**src/rtl/serial_irq_pkg.sv**
```systemverilog
package serial_irq_pkg;
  localparam int DW    = 8;
  localparam int IDX_W = 4;
  // async frame: index 0 start, 1..DW data, DW+1 stop
  localparam logic [IDX_W-1:0] ASYNC_STOP  = IDX_W'(DW + 1);
  localparam logic [IDX_W-1:0] ASYNC_LASTD = IDX_W'(DW);
  localparam logic [IDX_W-1:0] SYNC_LAST   = IDX_W'(DW - 1);

  typedef enum logic {MODE_ASYNC = 1'b0, MODE_SYNC = 1'b1} mode_e;

  // line level for asynchronous bit position i
  function automatic logic async_line(input logic [DW-1:0] d, input logic [IDX_W-1:0] i);
    if (i == '0) return 1'b0;
    else if (i <= ASYNC_LASTD) return d[3'(i - 1'b1)];
    else return 1'b1;
  endfunction

  // fill level falls from above the threshold to at or below it
  function automatic logic crossed_down(input int unsigned old_lvl,
                                        input int unsigned new_lvl,
                                        input int unsigned thr);
    return (old_lvl > thr) && (new_lvl <= thr);
  endfunction
endpackage

```
**src/rtl/serial_irq_txq.sv**
```systemverilog
module serial_irq_txq
  import serial_irq_pkg::*;
#(
  parameter int DEPTH = 4,
  localparam int LVL_W = $clog2(DEPTH + 1),
  localparam int PTR_W = (DEPTH > 1) ? $clog2(DEPTH) : 1
) (
  input  logic             clk,
  input  logic             rst_n,
  input  logic             fifo_en,
  input  logic             wr,
  input  logic [DW-1:0]    wdata,
  input  logic             sh_busy,
  input  logic [LVL_W-1:0] thresh,
  output logic             ld,
  output logic [DW-1:0]    ld_data,
  output logic [LVL_W-1:0] level,
  output logic             thr_hit
);
  logic [DW-1:0]    mem [DEPTH];
  logic [PTR_W-1:0] rd_ptr, wr_ptr;
  logic [LVL_W-1:0] cap, level_nxt;
  logic             empty, bypass, push, pop;

  always_comb begin
    cap       = fifo_en ? LVL_W'(DEPTH) : LVL_W'(1);
    empty     = (level == '0);
    bypass    = wr && empty && !sh_busy;
    ld        = !sh_busy && (!empty || wr);
    ld_data   = empty ? wdata : mem[rd_ptr];
    push      = wr && !bypass && (level < cap);
    pop       = ld && !empty;
    level_nxt = level + LVL_W'(push) - LVL_W'(pop);
    thr_hit   = crossed_down(int'(level), int'(level_nxt), int'(thresh));
  end

  function automatic logic [PTR_W-1:0] ptr_inc(input logic [PTR_W-1:0] p);
    return (p == PTR_W'(DEPTH - 1)) ? '0 : p + 1'b1;
  endfunction

  always_ff @(posedge clk) begin
    if (!rst_n) begin
      rd_ptr <= '0;
      wr_ptr <= '0;
      level  <= '0;
    end else begin
      if (push) wr_ptr <= ptr_inc(wr_ptr);
      if (pop)  rd_ptr <= ptr_inc(rd_ptr);
      level <= level_nxt;
    end
  end

  always_ff @(posedge clk) begin
    if (push) mem[wr_ptr] <= wdata;
  end
endmodule

```
**src/rtl/serial_irq_shift.sv**
```systemverilog
module serial_irq_shift
  import serial_irq_pkg::*;
(
  input  logic          clk,
  input  logic          rst_n,
  input  logic          mode,
  input  logic          tick,
  input  logic          ld,
  input  logic [DW-1:0] ld_data,
  output logic          busy,
  output logic          txd,
  output logic          sclk,
  output logic          ev_tx,
  output logic          ev_smp,
  output logic          ev_sdone
);
  logic [DW-1:0]    sh;
  logic [IDX_W-1:0] idx;
  logic             phase;
  logic             adv, ev_astop, ev_aend;

  always_comb begin
    adv      = busy && tick;
    ev_smp   = adv && (mode == MODE_SYNC) && !phase;
    ev_sdone = adv && (mode == MODE_SYNC) && phase && (idx == SYNC_LAST);
    ev_astop = adv && (mode == MODE_ASYNC) && (idx == ASYNC_LASTD);
    ev_aend  = adv && (mode == MODE_ASYNC) && (idx == ASYNC_STOP);
    ev_tx    = ev_astop || ev_sdone;
  end

  always_ff @(posedge clk) begin
    if (!rst_n) begin
      busy  <= 1'b0;
      idx   <= '0;
      phase <= 1'b0;
      sh    <= '0;
      txd   <= 1'b1;
      sclk  <= 1'b1;
    end else if (ld) begin
      busy  <= 1'b1;
      idx   <= '0;
      phase <= 1'b0;
      sh    <= ld_data;
      if (mode == MODE_SYNC) begin
        txd  <= ld_data[0];
        sclk <= 1'b0;
      end else begin
        txd  <= 1'b0;
      end
    end else if (adv) begin
      if (mode == MODE_ASYNC) begin
        if (ev_aend) begin
          busy <= 1'b0;
          idx  <= '0;
          txd  <= 1'b1;
        end else begin
          idx <= idx + 1'b1;
          txd <= async_line(sh, idx + 1'b1);
        end
      end else if (!phase) begin
        phase <= 1'b1;
        sclk  <= 1'b1;
      end else if (ev_sdone) begin
        busy  <= 1'b0;
        idx   <= '0;
        phase <= 1'b0;
        txd   <= 1'b1;
      end else begin
        phase <= 1'b0;
        sclk  <= 1'b0;
        idx   <= idx + 1'b1;
        txd   <= sh[3'(idx + 1'b1)];
      end
    end
  end
endmodule

```
**src/rtl/serial_irq_rxcap.sv**
```systemverilog
module serial_irq_rxcap
  import serial_irq_pkg::*;
(
  input  logic          clk,
  input  logic          rst_n,
  input  logic          smp,
  input  logic          done,
  input  logic          rxd,
  output logic [DW-1:0] rbuf
);
  logic [DW-1:0] sh;

  always_ff @(posedge clk) begin
    if (!rst_n) begin
      sh   <= '0;
      rbuf <= '0;
    end else begin
      if (smp)  sh   <= {rxd, sh[DW-1:1]};
      if (done) rbuf <= sh;
    end
  end
endmodule

```
**src/rtl/serial_irq_gen.sv**
```systemverilog
module serial_irq_gen
  import serial_irq_pkg::*;
#(
  parameter int DEPTH = 4,
  localparam int LVL_W = $clog2(DEPTH + 1)
) (
  input  logic             clk,
  input  logic             rst_n,
  input  logic             sync_mode,
  input  logic             fifo_en,
  input  logic             per_xfer_req,
  input  logic [LVL_W-1:0] fifo_thresh,
  input  logic             tx_wr,
  input  logic [7:0]       tx_wdata,
  input  logic             baud_tick,
  input  logic             rxd,
  input  logic             ab_start,
  input  logic             ab_end,
  output logic             txd,
  output logic             sclk,
  output logic [7:0]       rx_data,
  output logic             irq_txbuf,
  output logic             irq_txdone,
  output logic             irq_rxdone,
  output logic             irq_autobaud
);
  // named internal events, visible to the bound checker
  logic             sh_busy;
  logic             sh_ld;
  logic [DW-1:0]    sh_ld_data;
  logic [LVL_W-1:0] fifo_level;
  logic             thr_hit;
  logic             ev_tx, ev_smp, ev_sdone;
  logic             per_xfer, txbuf_ev, ab_ev;

  serial_irq_txq #(.DEPTH(DEPTH)) u_txq (
    .clk     (clk),
    .rst_n   (rst_n),
    .fifo_en (fifo_en),
    .wr      (tx_wr),
    .wdata   (tx_wdata),
    .sh_busy (sh_busy),
    .thresh  (fifo_thresh),
    .ld      (sh_ld),
    .ld_data (sh_ld_data),
    .level   (fifo_level),
    .thr_hit (thr_hit)
  );

  serial_irq_shift u_shift (
    .clk      (clk),
    .rst_n    (rst_n),
    .mode     (sync_mode),
    .tick     (baud_tick),
    .ld       (sh_ld),
    .ld_data  (sh_ld_data),
    .busy     (sh_busy),
    .txd      (txd),
    .sclk     (sclk),
    .ev_tx    (ev_tx),
    .ev_smp   (ev_smp),
    .ev_sdone (ev_sdone)
  );

  serial_irq_rxcap u_rx (
    .clk   (clk),
    .rst_n (rst_n),
    .smp   (ev_smp),
    .done  (ev_sdone),
    .rxd   (rxd),
    .rbuf  (rx_data)
  );

  always_comb begin
    per_xfer = !fifo_en || per_xfer_req;
    txbuf_ev = per_xfer ? sh_ld : thr_hit;
    ab_ev    = ab_start || ab_end;
  end

  always_ff @(posedge clk) begin
    if (!rst_n) begin
      irq_txbuf    <= 1'b0;
      irq_txdone   <= 1'b0;
      irq_rxdone   <= 1'b0;
      irq_autobaud <= 1'b0;
    end else begin
      irq_txbuf    <= txbuf_ev;
      irq_txdone   <= ev_tx;
      irq_rxdone   <= ev_sdone;
      irq_autobaud <= ab_ev;
    end
  end
endmodule

```
**config.mk**
```make
export PLATFORM = sky130hd
export DESIGN_NAME = serial_irq_gen
export DESIGN_NICKNAME = d
export VERILOG_FILES = /design/src/rtl/serial_irq_pkg.sv /design/src/rtl/serial_irq_txq.sv /design/src/rtl/serial_irq_shift.sv /design/src/rtl/serial_irq_rxcap.sv /design/src/rtl/serial_irq_gen.sv
export SDC_FILE = /design/constraint.sdc
export NUM_CORES = 1
export LEC_CHECK = 0
export BUFFER_PORTS_ARGS = -buffer_cell sky130_fd_sc_hd__clkbuf_2
export CORE_UTILIZATION = 40
export CTS_BUF_LIST = sky130_fd_sc_hd__clkbuf_8
export DETAILED_ROUTE_END_ITERATION = 16
export PLACE_DENSITY = 0.6
export SLEW_MARGIN = 20
export SYNTH_ARGS = -nofsm -noshare
export SYNTH_HDL_FRONTEND = slang
export SYNTH_SLANG_ARGS = --single-unit
```
**constraint.sdc**
```tcl
create_clock -name clk -period 2.4 [get_ports clk]
set_input_delay 0.24 -clock clk [delete_from_list [all_inputs] [get_ports clk]]
set_output_delay 0.24 -clock clk [all_outputs]
set_load 0.02 [all_outputs]
```
## Word level (Yosys, flattened, before mapping)

Memory sizes are Yosys's and may differ from the RTL's. A register that Yosys moved wholly into a read port is not among the register bits.
Cells that the tools add are included.

- $add $sub $neg: 6
- $lt $le $gt $ge: 6
- Equal/unequal tests: 11
- Multiplexer cells: 39
- Bitwise logic cells: 2
- Reduce and logical (&&, ||, !) cells: 34

Operator list:

| operator | count |
|---|---|
| $mux 1 | 27 |
| $mux 4 | 4 |
| $logic_and 1x1->1 | 15 |
| $eq 4x4->1 const B | 2 |
| $lt 3x4->1 const B | 2 |
| $mux 2 | 4 |
| $mux 8 | 1 |
| $reduce_and 4->1 | 2 |
| $bmux 1 s3 | 2 |
| $ne 3x1->1 const B | 2 |
| $reduce_and 2->1 | 3 |
| $logic_not 1->1 | 5 |
| $add 2x1->2 const B | 2 |
| $add 4x1->4 const B | 1 |
| $eq 2x2->1 const B | 2 |
| $eq 4x3->1 const B | 1 |
| $le 4x4->1 const B | 1 |
| $logic_not 4->1 | 1 |
| $logic_or 1x1->1 | 4 |
| $ne 2x2->1 const B | 2 |
| $add 3x1->3 | 1 |
| $gt 3x3->1 | 1 |
| $le 3x3->1 | 1 |
| $logic_not 3->1 | 1 |
| 10 further kinds | 11 |

- Register bits: 43
- Bits in writable memories: 32
- Output and inout bits: 14
- Logic and storage cells: 114
- Memories: 1

Memory list:

| memory | words | bits a word | read ports | clocked after Yosys merged registers in | wr ports | line | text |
|---|---|---|---|---|---|---|---|
| u_txq.mem | 4 | 8 | 1 | 1 | 1 | serial_irq_txq.sv:20 | `logic [DW-1:0] mem [DEPTH];` |

## Depth between registers and ports, before layout

Gate-level depths: netlist (run 1).

- Depth after elaboration: 11
- Gate-level depth with buffers: 13
- Gate-level depth less buffers: 13

## Cells and area by module

Synthesis (run 1) repeated with hierarchy kept, for this count alone.

- Cell total of the unflattened synthesis: 299
- Area, all modules: 3,691.0 µm²

By module, submodules not included:

| module | instances | cells an instance | area each (µm²) |
|---|---|---|---|
| serial_irq_txq | 1 | 125 | 1,915.6 |
| serial_irq_shift | 1 | 112 | 1,036.0 |
| serial_irq_rxcap | 1 | 51 | 608.1 |
| serial_irq_gen | 1 | 11 | 131.4 |

## Worst setup path after synthesis (run 1)

OpenSTA, ideal clock, no wires.

- Kind: register to register
- Start point: reg u_txq.level[1]
- End point: reg irq_txbuf
- Library setup time: 0.058 ns
- Arrival time: 2.618 ns
- Required time: 2.342 ns
- Setup slack: -0.276 ns
- Stages on the path, launching flop included: 13
- Clock period less this slack: 2.676 ns
- Path through: dfxtp_1 > or3_1 > buf_6 > o21ai_2 > nor3_4 > ha_1 > fa_1 > ha_1 > nor2b_1 > o21ai_0 > a32oi_1 > nor4_1 > o21a_1

- Cells in the longest elaborated chain, start to end: 11
- Elaborated cells between the ends (all ways): 17
- Those cells by class: 2 x add/sub; 3 x order compare; 1 x mux; 11 x reduce/logical

RTL lines:

| item | line | text |
|---|---|---|
| from (decl) | serial_irq_txq.sv:17 | `output logic [LVL_W-1:0] level,` |
| from (signal assigned) | serial_irq_txq.sv:49 | `level <= level_nxt;` |
| $logic_not 3->1 | serial_irq_txq.sv:27 | `empty = (level == '0);` |
| $logic_and 1x1->1 (2 in series) | serial_irq_txq.sv:28 | `bypass = wr && empty && !sh_busy;` |
| $logic_not 1->1 | serial_irq_txq.sv:31 | `push = wr && !bypass && (level < cap);` |
| $logic_and 1x1->1 | serial_irq_txq.sv:31 |  |
| $logic_and 1x1->1 (*) | serial_irq_txq.sv:31 |  |
| via u_txq.push | serial_irq_txq.sv:23 | `logic empty, bypass, push, pop;` |
| $add 3x1->3 (*) | serial_irq_txq.sv:33 | `level_nxt = level + LVL_W'(push) - LVL_W'(pop);` |
| $sub 3x1->3 (*) | serial_irq_txq.sv:33 |  |
| via u_txq.level_nxt[1] | serial_irq_txq.sv:22 | `logic [LVL_W-1:0] cap, level_nxt;` |
| $le 3x3->1 (*) | serial_irq_pkg.sv:22 | `return (old_lvl > thr) && (new_lvl <= thr);` |
| $logic_and 1x1->1 (*) | serial_irq_pkg.sv:22 |  |
| $mux 1 (*) | serial_irq_gen.sv:76 | `txbuf_ev = per_xfer ? sh_ld : thr_hit;` |
| to (signal assigned) | serial_irq_gen.sv:87 | `irq_txbuf <= txbuf_ev;` |
| to (decl) | serial_irq_gen.sv:22 | `output logic irq_txbuf,` |

Mark *: on every way through the listed nets, which the timed path passes. The rest lies on a longest branch.
A chain may end at the register's enable or synchronous reset.

## Final worst setup path (run 1)

Ends and elaborated chain as after synthesis.

==> results of run 1 <==
cells in the mapped netlist, types with 5 or more instances:
library cell,count,area [µm²]
a21boi_1,8,60.06
a21oi_1,10,50.05
and2_1,9,56.30
clkbuf_1,8,30.03
dfxtp_1,45,900.9
edfxtp_1,32,960.9
ha_1,16,200.2
inv_1,14,52.55
mux2i_1,23,230.2
mux4_2,9,202.7
nand2_1,36,135.1
nand3_1,5,25.02
nor2_1,7,26.28
nor2b_1,15,93.84
o211a_1,7,70.07
o21a_1,5,37.54
o21ai_0,7,35.03
cell families after synthesis:
logic type	Yosys count	share of synthesized area, %
buffers and inverters	31	4.065
multiplexers	34	12.75
XOR/XNOR	4	1.182
flip-flops	77	51.70
AO/OA/AOI/OAI	59	11.71
AND/OR/NAND/NOR	84	12.47
adder cells (fa/ha/maj)	17	6.115
final cells by class:
cell class	count	area (µm²)	share of cell area (%)
sequential	77	1862	44.56
clock inverter	7	83.83	2.007
clock buffer	9	123.9	2.965
tap	108	135.1	3.235
inverter	15	56.30	1.348
multi-input combinational	198	1612	38.57
timing repair buffer	52	305.3	7.308
power breakdown:
| part | switching (mW) | leakage, nW | total [mW] | internal [mW] |
|---|---|---|---|---|
| registers | 0.107 | 0.658 | 1.65 | 1.55 |
| logic | 0.666 | 0.873 | 1.34 | 0.670 |
| clock network | 0.454 | 0.109 | 1.03 | 0.573 |
sequential cells by signal, summed over array words and instances (netlist names), named ones only:
register       flops
u_txq.rd_ptr       2
u_shift.busy       1
irq_txdone         1
u_txq.level        3
irq_autobaud       1
u_shift.sh         8
u_shift.idx        4
u_shift.phase      1
irq_rxdone         1
u_rx.sh            8
u_txq.wr_ptr       2
u_rx.rbuf          8
u_txq.mem         32
irq_txbuf          1
u_shift.sclk       1
u_shift.txd        1
worst min-delay path by stage:
stage	endpoint	slack (ns)	depth (start not counted)	start
floorplan	u_txq.mem[0][0]	0.34	0	tx_wdata[0]
global placement	irq_autobaud	0.44	2	ab_start
detailed placement	irq_autobaud	0.45	2	ab_start
CTS	irq_autobaud	0.08	2	ab_start
global route	irq_autobaud	0.07	2	ab_start
finish	irq_autobaud	0.09	2	ab_start
placed cells by master, fill, tap and decap left out, drive strengths merged, types with 12 or more instances in the layout:
master  count
inv        17
mux2i      23
a21boi     12
dfxtp      45
edfxtp     32
buf        18
ha         16
clkbuf     43
nand2      36
nor2b      15
layer usage:
metal / vias to the layer above / part of all wire (%) / wire, µm / global-route usage, %
met3: 10 / 3.6 / 239 / 4.046
met4: 0 / 1.8 / 120 / 6.544
met2: 44 / 46 / 3039 / 22.97
met5: - / 0 / 0 / 0
li1: 1199 / - / - / -
met1: 1137 / 49 / 3239 / 20.06
stage by stage:
stage,setup WS (ns),instances,TNS [ns]
2_1_floorplan,-0.2624,306,-0.2624
3_3_place_gp,-0.2113,450,-0.2113
3_5_place_dp,-0.2702,450,-0.2702
4_1_cts,-0.2137,466,-0.2137
5_1_grt,-0.3550,466,-0.3550
6_report,-0.1801,466,-0.1801
critical path, stage by stage (launching register included):
cell and delay, ns:
dfxtp_1 0.33, or3_4 0.41, o21ai_4 0.15, nor3_4 0.05, ha_1 0.19, fa_1 0.45, ha_1 0.31, nor2b_1 0.13
o21ai_1 0.06, a32oi_1 0.16, nor4_1 0.06, o21a_1 0.18
timing repair:
item	CTS	global route
gates resized for setup	1	2
cloned	0	0
setup endpoints to repair	1	1
endpoints found under the hold margin	0	0
hold buffers	0	0
buffers inserted	0	0
==> results.py, run 1 <==
metrics = {
    "grt": {
        "track_usage_pct": 15.04,
        "grt_remaining_overflow": 0,
        "grt_pass1_wl_um": 11100,
        "grt_antenna_before_repair": 0,
        "grt_pass1_vias": 2297,
        "grt_max_degree": 23,
    },
    "clocking": {
        "cts_sinks": 77,
        "clk_pin_slew_worst_paths_ns": 0.08,
        "h-tree-depth": 3,
        "clock_latency_ns": 0.34,
        "cts_made_buffers": 9,
        "cts_root_buf": "clkbuf_8",
        "cts_tree": "done",
        "clock_tree.buffer_depth": 2,
    },
    "route": {
        "num_vias": 2390,
        "finalWirelength_um": 6638,
        "dr.pass1.iters": 4,
        "wire_per_inst_um": 14.24,
        "remaining_drc_errors": 0,
        "detail-route-antenna-nets": 0,
        "vias_per_cell": 5.129,
        "drt_iter0_markers": 92,
    },
    "sta": {
        "maxSlewHeadroom_pct": 66.89,
        "period_share_pct": 107.5,
        "finalHoldViolations": 0,
        "finalSetupViolations": 1,
        "finalMaxSlewViolations": 0,
        "layout_setup_ws_ns": -0.1801,
        "tightest_slew_ns": 0.4948,
        "max_clock_freq_mhz": 387.6,
        "holdWs_ns": 0.09242,
        "fin_skew_ns": 0.01128,
        "fin_crit_ns": 2.580,
        "rsz0062_at_grt": "true",
    },
    "setup_path": {
        "crit_fanout": 3,
        "crit_type": "reg2reg",
        "end_kind": "register",
        "crit_start": "u_txq.level[1]",
        "crit_required_ns": 2.64,
        "cp-start-kind": "register",
        "cp.arrival_ns": 2.82,
        "r2r_start": "u_txq.level[1]",
        "critical_path.endpoint": "irq_txbuf",
        "r2r_slack_ns": -0.18,
        "reg2reg_depth": 11,
        "worstReg2RegEnd": "irq_txbuf",
    },
    "cells_and_area": {
        "nNetsFinal": 391,
        "drive_gt1_share_pct": 23.74,
        "fin_area_um2": 4178,
        "fill_cells": 784,
        "syn_to_final_growth_pct": 16.02,
        "utilization_pct": 47.91,
        "n_antenna_cell": 0,
    },
    "logic_synthesis": {
        "synth-edff-count": 32,
        "netlist_area_um2": 3601,
        "synth_cells": 306,
        "async_flop_share_pct": 0,
        "ys_seq_elements": 77,
        "ys.flop_type": "dfxtp_1",
        "synth_cell_types": 50,
        "synth.avg_cell_area_um2": 11.77,
        "yosysSeqAreaShare_pct": 51.70,
        "yosysWarnings": 0,
        "synth_fp_nets": 344,
    },
    "status": {
        "status": "complete, but fails checks",
        "violations": "negative setup slack",
    },
    "power": {
        "pwr_density_cell_nw_per_um2": 961.6,
        "p_total_mw": 4.017,
        "irDropWorstVdd_uv": 446.4,
        "leakage_nw": 1.640,
    },
    "die": {
        "die_y_um": 96.88,
        "core_um2": 8721,
        "fp.dieW_um": 96.88,
        "die-area_um2": 9386,
        "floorplan.rows": 34,
        "ios": 35,
        "start_util_pct": 41.29,
    },
    "run": {
        "cap_violations": 0,
    },
    "place": {
        "hpwl_um": 4669,
        "routabilityCongestion": 0.8642,
        "place.port_buffers": 34,
        "place_area_um2": 3959,
    },
    "worst_hold_path": {
        "holdCritPathClass": "in2reg",
    },
}
(Power assumes the default switching activity.)
==> inputs of run 2 (changes only) <==
==> constraint.sdc (replaced) <==
create_clock -name clk -period 2.4 [get_ports clk]
set_input_delay 0.12 -clock clk [delete_from_list [all_inputs] [get_ports clk]]
set_output_delay 0.12 -clock clk [all_outputs]
set_load 0.02 [all_outputs]
==> run 2 against run 1 <==
  * Critical endpoint unchanged
  * Sequential cell count unchanged
  * Fmax decreased by 7.1%
  * Non-clock buffer count increased by 4
  * Sequential power about the same
  * The run still ends with negative setup slack left
  * Core utilization increased by 0.53 points
  * Power decreased by 1.9%
  * Worst hold slack got worse by 0.067 ns
  * Routed wire length increased by 1.3%
  * Register-to-register slack got worse by 0.20 ns
  * Die area unchanged
  * Via count increased by 1.9%
==> results.py, run 2 (synthesis results as in run 1) <==
metrics = {
    "status": {
        "status": "complete, but fails checks",
        "violations": "negative setup slack",
    },
    "sta": {
        "layout_setup_ws_ns": -0.3785,
        "rsz0062_at_grt": "true",
        "max_clock_freq_mhz": 359.9,
        "finalSetupViolations": 1,
        "period_share_pct": 115.8,
        "finalHoldViolations": 0,
        "fin_crit_ns": 2.778,
        "maxSlewHeadroom_pct": 50.42,
        "fin_skew_ns": 0.007935,
        "holdWs_ns": 0.02499,
        "tightest_slew_ns": 0.7437,
        "finalMaxSlewViolations": 0,
    },
    "setup_path": {
        "max_stage_delay_ns": 0.48,
        "crit_start": "u_txq.level[1]",
        "r2r_slack_ns": -0.38,
        "cp-start-kind": "register",
        "reg2reg_depth": 11,
        "worstPathCellList": "or3_4 -> o21ai_4 -> nor3_4 -> ha_2 -> fa_1 -> ha_1 -> nor2b_4 -> o21ai_1 -> a32oi_1 -> nor4_1 -> o21a_1",
        "r2r_start": "u_txq.level[1]",
        "crit_type": "reg2reg",
        "crit_required_ns": 2.68,
        "end_kind": "register",
        "cp.arrival_ns": 3.05,
        "crit_slowest_cell": "fa_1",
        "crit_fanout": 3,
        "critical_path.endpoint": "irq_txbuf",
        "worstReg2RegEnd": "irq_txbuf",
    },
    "clocking": {
        "clock_latency_ns": 0.33,
        "cts_root_buf": "clkbuf_8",
        "clk_pin_slew_worst_paths_ns": 0.07,
        "cts_tree": "done",
        "h-tree-depth": 3,
        "cts_sinks": 77,
        "cts_made_buffers": 9,
        "clock_tree.buffer_depth": 2,
    },
    "grt": {
        "grt_remaining_overflow": 0,
        "grt_max_degree": 42,
        "track_usage_pct": 15.03,
        "grt_pass1_vias": 2341,
        "grt_pass1_wl_um": 11210,
        "grt_antenna_before_repair": 0,
    },
    "die": {
        "start_util_pct": 41.29,
        "die_y_um": 96.88,
        "die-area_um2": 9386,
        "ios": 35,
        "fp.dieW_um": 96.88,
        "core_um2": 8721,
        "floorplan.rows": 34,
    },
    "cells_and_area": {
        "syn_to_final_growth_pct": 17.30,
        "nNetsFinal": 395,
        "largest_reg_flops": 32,
        "n_antenna_cell": 0,
        "layout_commonest_cell": "dfxtp_1",
        "layoutNonFillerInstCount": 470,
        "mostFrequentLayoutCells": "43 x dfxtp_1, 36 x nand2_1, 34 x clkbuf_2",
        "top_register": "u_txq.mem",
        "utilization_pct": 48.44,
        "drive_gt1_share_pct": 25.69,
    },
    "power": {
        "irDropWorstVdd_uv": 386.3,
        "pwr_density_cell_nw_per_um2": 932.8,
        "leakage_nw": 1.658,
    },
    "place": {
        "routabilityCongestion": 0.8389,
        "dp_cells": 451,
        "hpwl_um": 4615,
        "place.port_buffers": 34,
    },
    "route": {
        "detail-route-antenna-nets": 0,
        "remaining_drc_errors": 0,
        "drt_iter0_markers": 63,
        "finalWirelength_um": 6722,
        "dr.pass1.iters": 4,
        "wire_per_inst_um": 14.30,
        "vias_per_cell": 5.181,
        "num_vias": 2435,
    },
    "run": {
        "cap_violations": 0,
    },
    "worst_hold_path": {
        "holdCritPathClass": "in2reg",
    },
}
## run 2: changes by cell type in the layout (fill, tap and decap cells not counted), moves of 2 or more
cell / previous run / this run
dlygate4sd3_1: 0 / 3
bufinv_16: 2 / 0
dfxtp_1: 45 / 43
ha_1: 16 / 14
clkbuf_8: 9 / 11
## run 2: stage by stage
| stage | setup TNS (ns) | total power, mW | cell area (µm²) | setup slack, ns |
|---|---|---|---|---|
| floorplan | -0.2624 | 2.645 | 3608 | -0.2624 |
| global placement | -0.1637 | 2.984 | 3966 | -0.1637 |
| detailed placement | -0.2703 | 3.019 | 3966 | -0.2703 |
| CTS | -0.3056 | 3.890 | 4169 | -0.3056 |
| global route | -0.5100 | 4.193 | 4224 | -0.5100 |
| finish | -0.3785 | 3.940 | 4224 | -0.3785 |
## run 2: repair_timing
item | 4_1_cts | 5_1_grt
pin swaps | 0 | 10
cloned | 0 | 0
setup endpoints to repair | 1 | 1
hold buffers | 3 | 0
hold endpoints to repair | 2 | 0
buffers inserted | 0 | 1
gates resized for setup | 0 | 13
## run 2: power breakdown
group / leakage, nW / internal (mW) / total, mW / switching (mW)
Combinational: 0.896 / 0.729 / 1.42 / 0.695
Sequential: 0.658 / 1.55 / 1.67 / 0.113
Clock: 0.103 / 0.418 / 0.850 / 0.432
## run 2: worst min-delay path by stage
| stage | start | to | slack (ns) | cells after the start |
|---|---|---|---|---|
| after CTS | tx_wdata[6] | u_txq.mem[2][6] | 0.003 | 1 |
| after global routing | tx_wdata[3] | u_txq.mem[1][3] | 0.01 | 1 |
| after floorplan | tx_wdata[0] | u_txq.mem[0][0] | 0.22 | 0 |
| after global placement | ab_start | irq_autobaud | 0.32 | 2 |
| final | tx_wdata[4] | u_txq.mem[1][4] | 0.02 | 1 |
| after detailed placement | ab_start | irq_autobaud | 0.33 | 2 |
## run 2: final cells by class
class | count | area, µm²
multi-input cells | 198 | 1650
inverters | 15 | 56.30
flip-flops and latches | 77 | 1867
well taps | 108 | 135.1
clock inverters | 5 | 21.27
fillers | 767 | 4497
clock buffers | 11 | 151.4
repair buffers | 56 | 342.8
## run 2: layer usage
metal | track usage (%) | vias up | share of wire (%)
met2 | 23.56 | 28 | 48
li1 | - | 1206 | -
met1 | 19.71 | 1197 | 48
met3 | 4.624 | 4 | 3.1
met5 | 0 | - | 0
met4 | 5.166 | 0 | 0.71
## run 2: worst max-delay path: cells and delay by family (launching register included)
kind            cells  cell delay [ns]
compound gates      4             0.50
fa+ha+maj           3             1.00
simple gates        4             0.88
flops               1             0.34
==> inputs of run 3 (changes only) <==
Settings changed: GPL_TIMING_DRIVEN set to 0.
==> run 3 against run 2 <==
  * The run still ends with negative setup slack left
  * Clock power is 16% higher
  * Largest cell class unchanged
  * Core utilization rose by 0.29 points
  * Combinational power is essentially flat
  * Die area unchanged
  * Critical endpoint unchanged
  * Cell area grew 0.59%
==> results.py, run 3 (synthesis results as in run 1) <==
metrics = {
    "setup_path": {
        "reg2reg_depth": 11,
        "cp-start-kind": "register",
        "crit_required_ns": 2.68,
        "crit_fanout": 5,
        "crit_type": "reg2reg",
        "cp.arrival_ns": 3.00,
        "r2r_start": "u_txq.level[2]",
        "end_kind": "register",
        "r2r_slack_ns": -0.31,
        "worstReg2RegEnd": "irq_txbuf",
    },
    "cells_and_area": {
        "syn_to_final_growth_pct": 18.00,
        "drive_gt1_share_pct": 24.38,
        "top_register": "u_txq.mem",
        "largest_reg_flops": 32,
        "layout_commonest_cell": "dfxtp_1",
        "fill_cells": 760,
        "fin_area_um2": 4249,
        "n_antenna_cell": 0,
        "utilization_pct": 48.72,
        "nNetsFinal": 398,
        "mostFrequentLayoutCells": "42 x dfxtp_1, 36 x nand2_1, 33 x clkbuf_2",
    },
    "die": {
        "core_um2": 8721,
        "fp.dieW_um": 96.88,
        "floorplan.rows": 34,
        "die_y_um": 96.88,
        "ios": 35,
        "die-area_um2": 9386,
        "start_util_pct": 41.29,
    },
    "run": {
        "cap_violations": 0,
    },
    "sta": {
        "layout_setup_ws_ns": -0.3121,
        "finalSetupTns_ns": -0.3121,
        "fin_skew_ns": 0.01192,
        "tightest_slew_ns": 0.5220,
        "fin_crit_ns": 2.712,
        "finalMaxSlewViolations": 0,
        "rsz0062_at_grt": "true",
        "finalSetupViolations": 1,
        "maxSlewHeadroom_pct": 65.07,
        "finalHoldViolations": 0,
        "max_clock_freq_mhz": 368.7,
        "period_share_pct": 113.0,
    },
    "worst_hold_path": {
        "min_path_cells": 1,
        "hold_end": "u_txq.mem[2][4]",
        "holdCritPathClass": "in2reg",
        "hp-start": "tx_wdata[4]",
    },
    "clocking": {
        "cts_sinks": 77,
        "cts_tree": "done",
        "clk_pin_slew_worst_paths_ns": 0.08,
        "clock_tree.buffer_depth": 2,
        "h-tree-depth": 3,
        "cts_made_buffers": 9,
        "clock_latency_ns": 0.35,
        "cts_root_buf": "clkbuf_8",
    },
    "status": {
        "status": "complete, but fails checks",
        "violations": "negative setup slack",
    },
    "grt": {
        "grt_max_degree": 15,
        "grt_pass1_vias": 2438,
        "grt_antenna_before_repair": 0,
        "track_usage_pct": 16.07,
        "grt_pass1_wl_um": 11840,
        "grt_remaining_overflow": 0,
    },
    "place": {
        "routabilityCongestion": 0.8664,
        "place_area_um2": 3909,
        "place.port_buffers": 33,
        "hpwl_um": 4833,
    },
    "route": {
        "finalWirelength_um": 6994,
        "wire_per_inst_um": 14.79,
        "detail-route-antenna-nets": 0,
        "remaining_drc_errors": 0,
        "vias_per_cell": 5.178,
        "num_vias": 2449,
        "dr.pass1.iters": 4,
        "drt_iter0_markers": 61,
    },
    "power": {
        "leakage_nw": 1.645,
        "pwr_density_cell_nw_per_um2": 955.3,
        "irDropWorstVdd_uv": 508.8,
    },
}
## run 3: cell count changes in the layout (fill, tap and decap cells not counted), moves of 2 or more
cell	before	now
buf_4	19	9
clkbuf_1	0	7
dlygate4sd3_1	3	6
buf_2	0	2
inv_1	17	15
## run 3: routing by layer
metal  global-route usage (%)  wire length [µm]
met2                    25.95              3402
met5                        0                 0
met1                    21.15              3309
met3                    3.757               205
met4                    5.626                76
## run 3: worst max path at each step
stage	from	to
after floorplan	u_txq.level[1]	irq_txbuf
after CTS	u_txq.level[1]	irq_txbuf
after global placement	u_txq.level[2]	irq_txbuf
after global routing	u_txq.level[2]	irq_txbuf
final	u_txq.level[2]	irq_txbuf
after detailed placement	u_txq.level[2]	irq_txbuf
## run 3: layout make-up
cell class                      count  area (µm²)  area share [%]
Sequential cell                    77        1871           44.02
Inverter                           15       56.30           1.325
Multi-Input combinational cell    198        1638           38.55
Clock buffer                       10       137.6           3.239
Timing Repair Buffer               44       262.8           6.184
Clock inverter                      6       63.81           1.502
Tap cell                          108       135.1           3.180
Buffer                             15       85.08           2.002
## run 3: repair_timing
item | 4_1_cts | 5_1_grt
pin swaps | 5 | 9
endpoints found under the setup margin | 2 | 2
hold endpoints to repair | 13 | 0
hold buffers | 6 | 0
resized for setup | 7 | 10
buffers inserted | 3 | 2
## run 3: critical path, stage by stage (launching register included)
cell     delay (ns)
dfxtp_4        0.37
or3_4          0.41
o21ai_4        0.17
nor3_4         0.05
ha_2           0.19
fa_1           0.46
ha_1           0.33
nor2b_4        0.13
o21ai_2        0.12
a32oi_2        0.07
nor4_1         0.20
o21a_1         0.16
## run 3: per-stage QoR
step / setup WS, ns / cells / hold WS (ns) / total power, mW
2_1_floorplan: -0.2624 / 306 / 0.2189 / 2.645
3_3_place_gp: -0.5053 / 447 / 0.3180 / 2.911
3_5_place_dp: -0.5606 / 447 / 0.3233 / 2.940
4_1_cts: -0.4531 / 472 / 0.0001903 / 3.992
5_1_grt: -0.4242 / 473 / 0.003289 / 4.337
6_report: -0.3121 / 473 / 0.01384 / 4.059
## run 3: power breakdown
group          internal [mW]  leakage (nW)  total [mW]  switching, mW
clock                  0.509         0.104       0.984          0.475
combinational          0.707         0.882        1.41          0.702
sequential              1.56         0.659        1.67          0.112
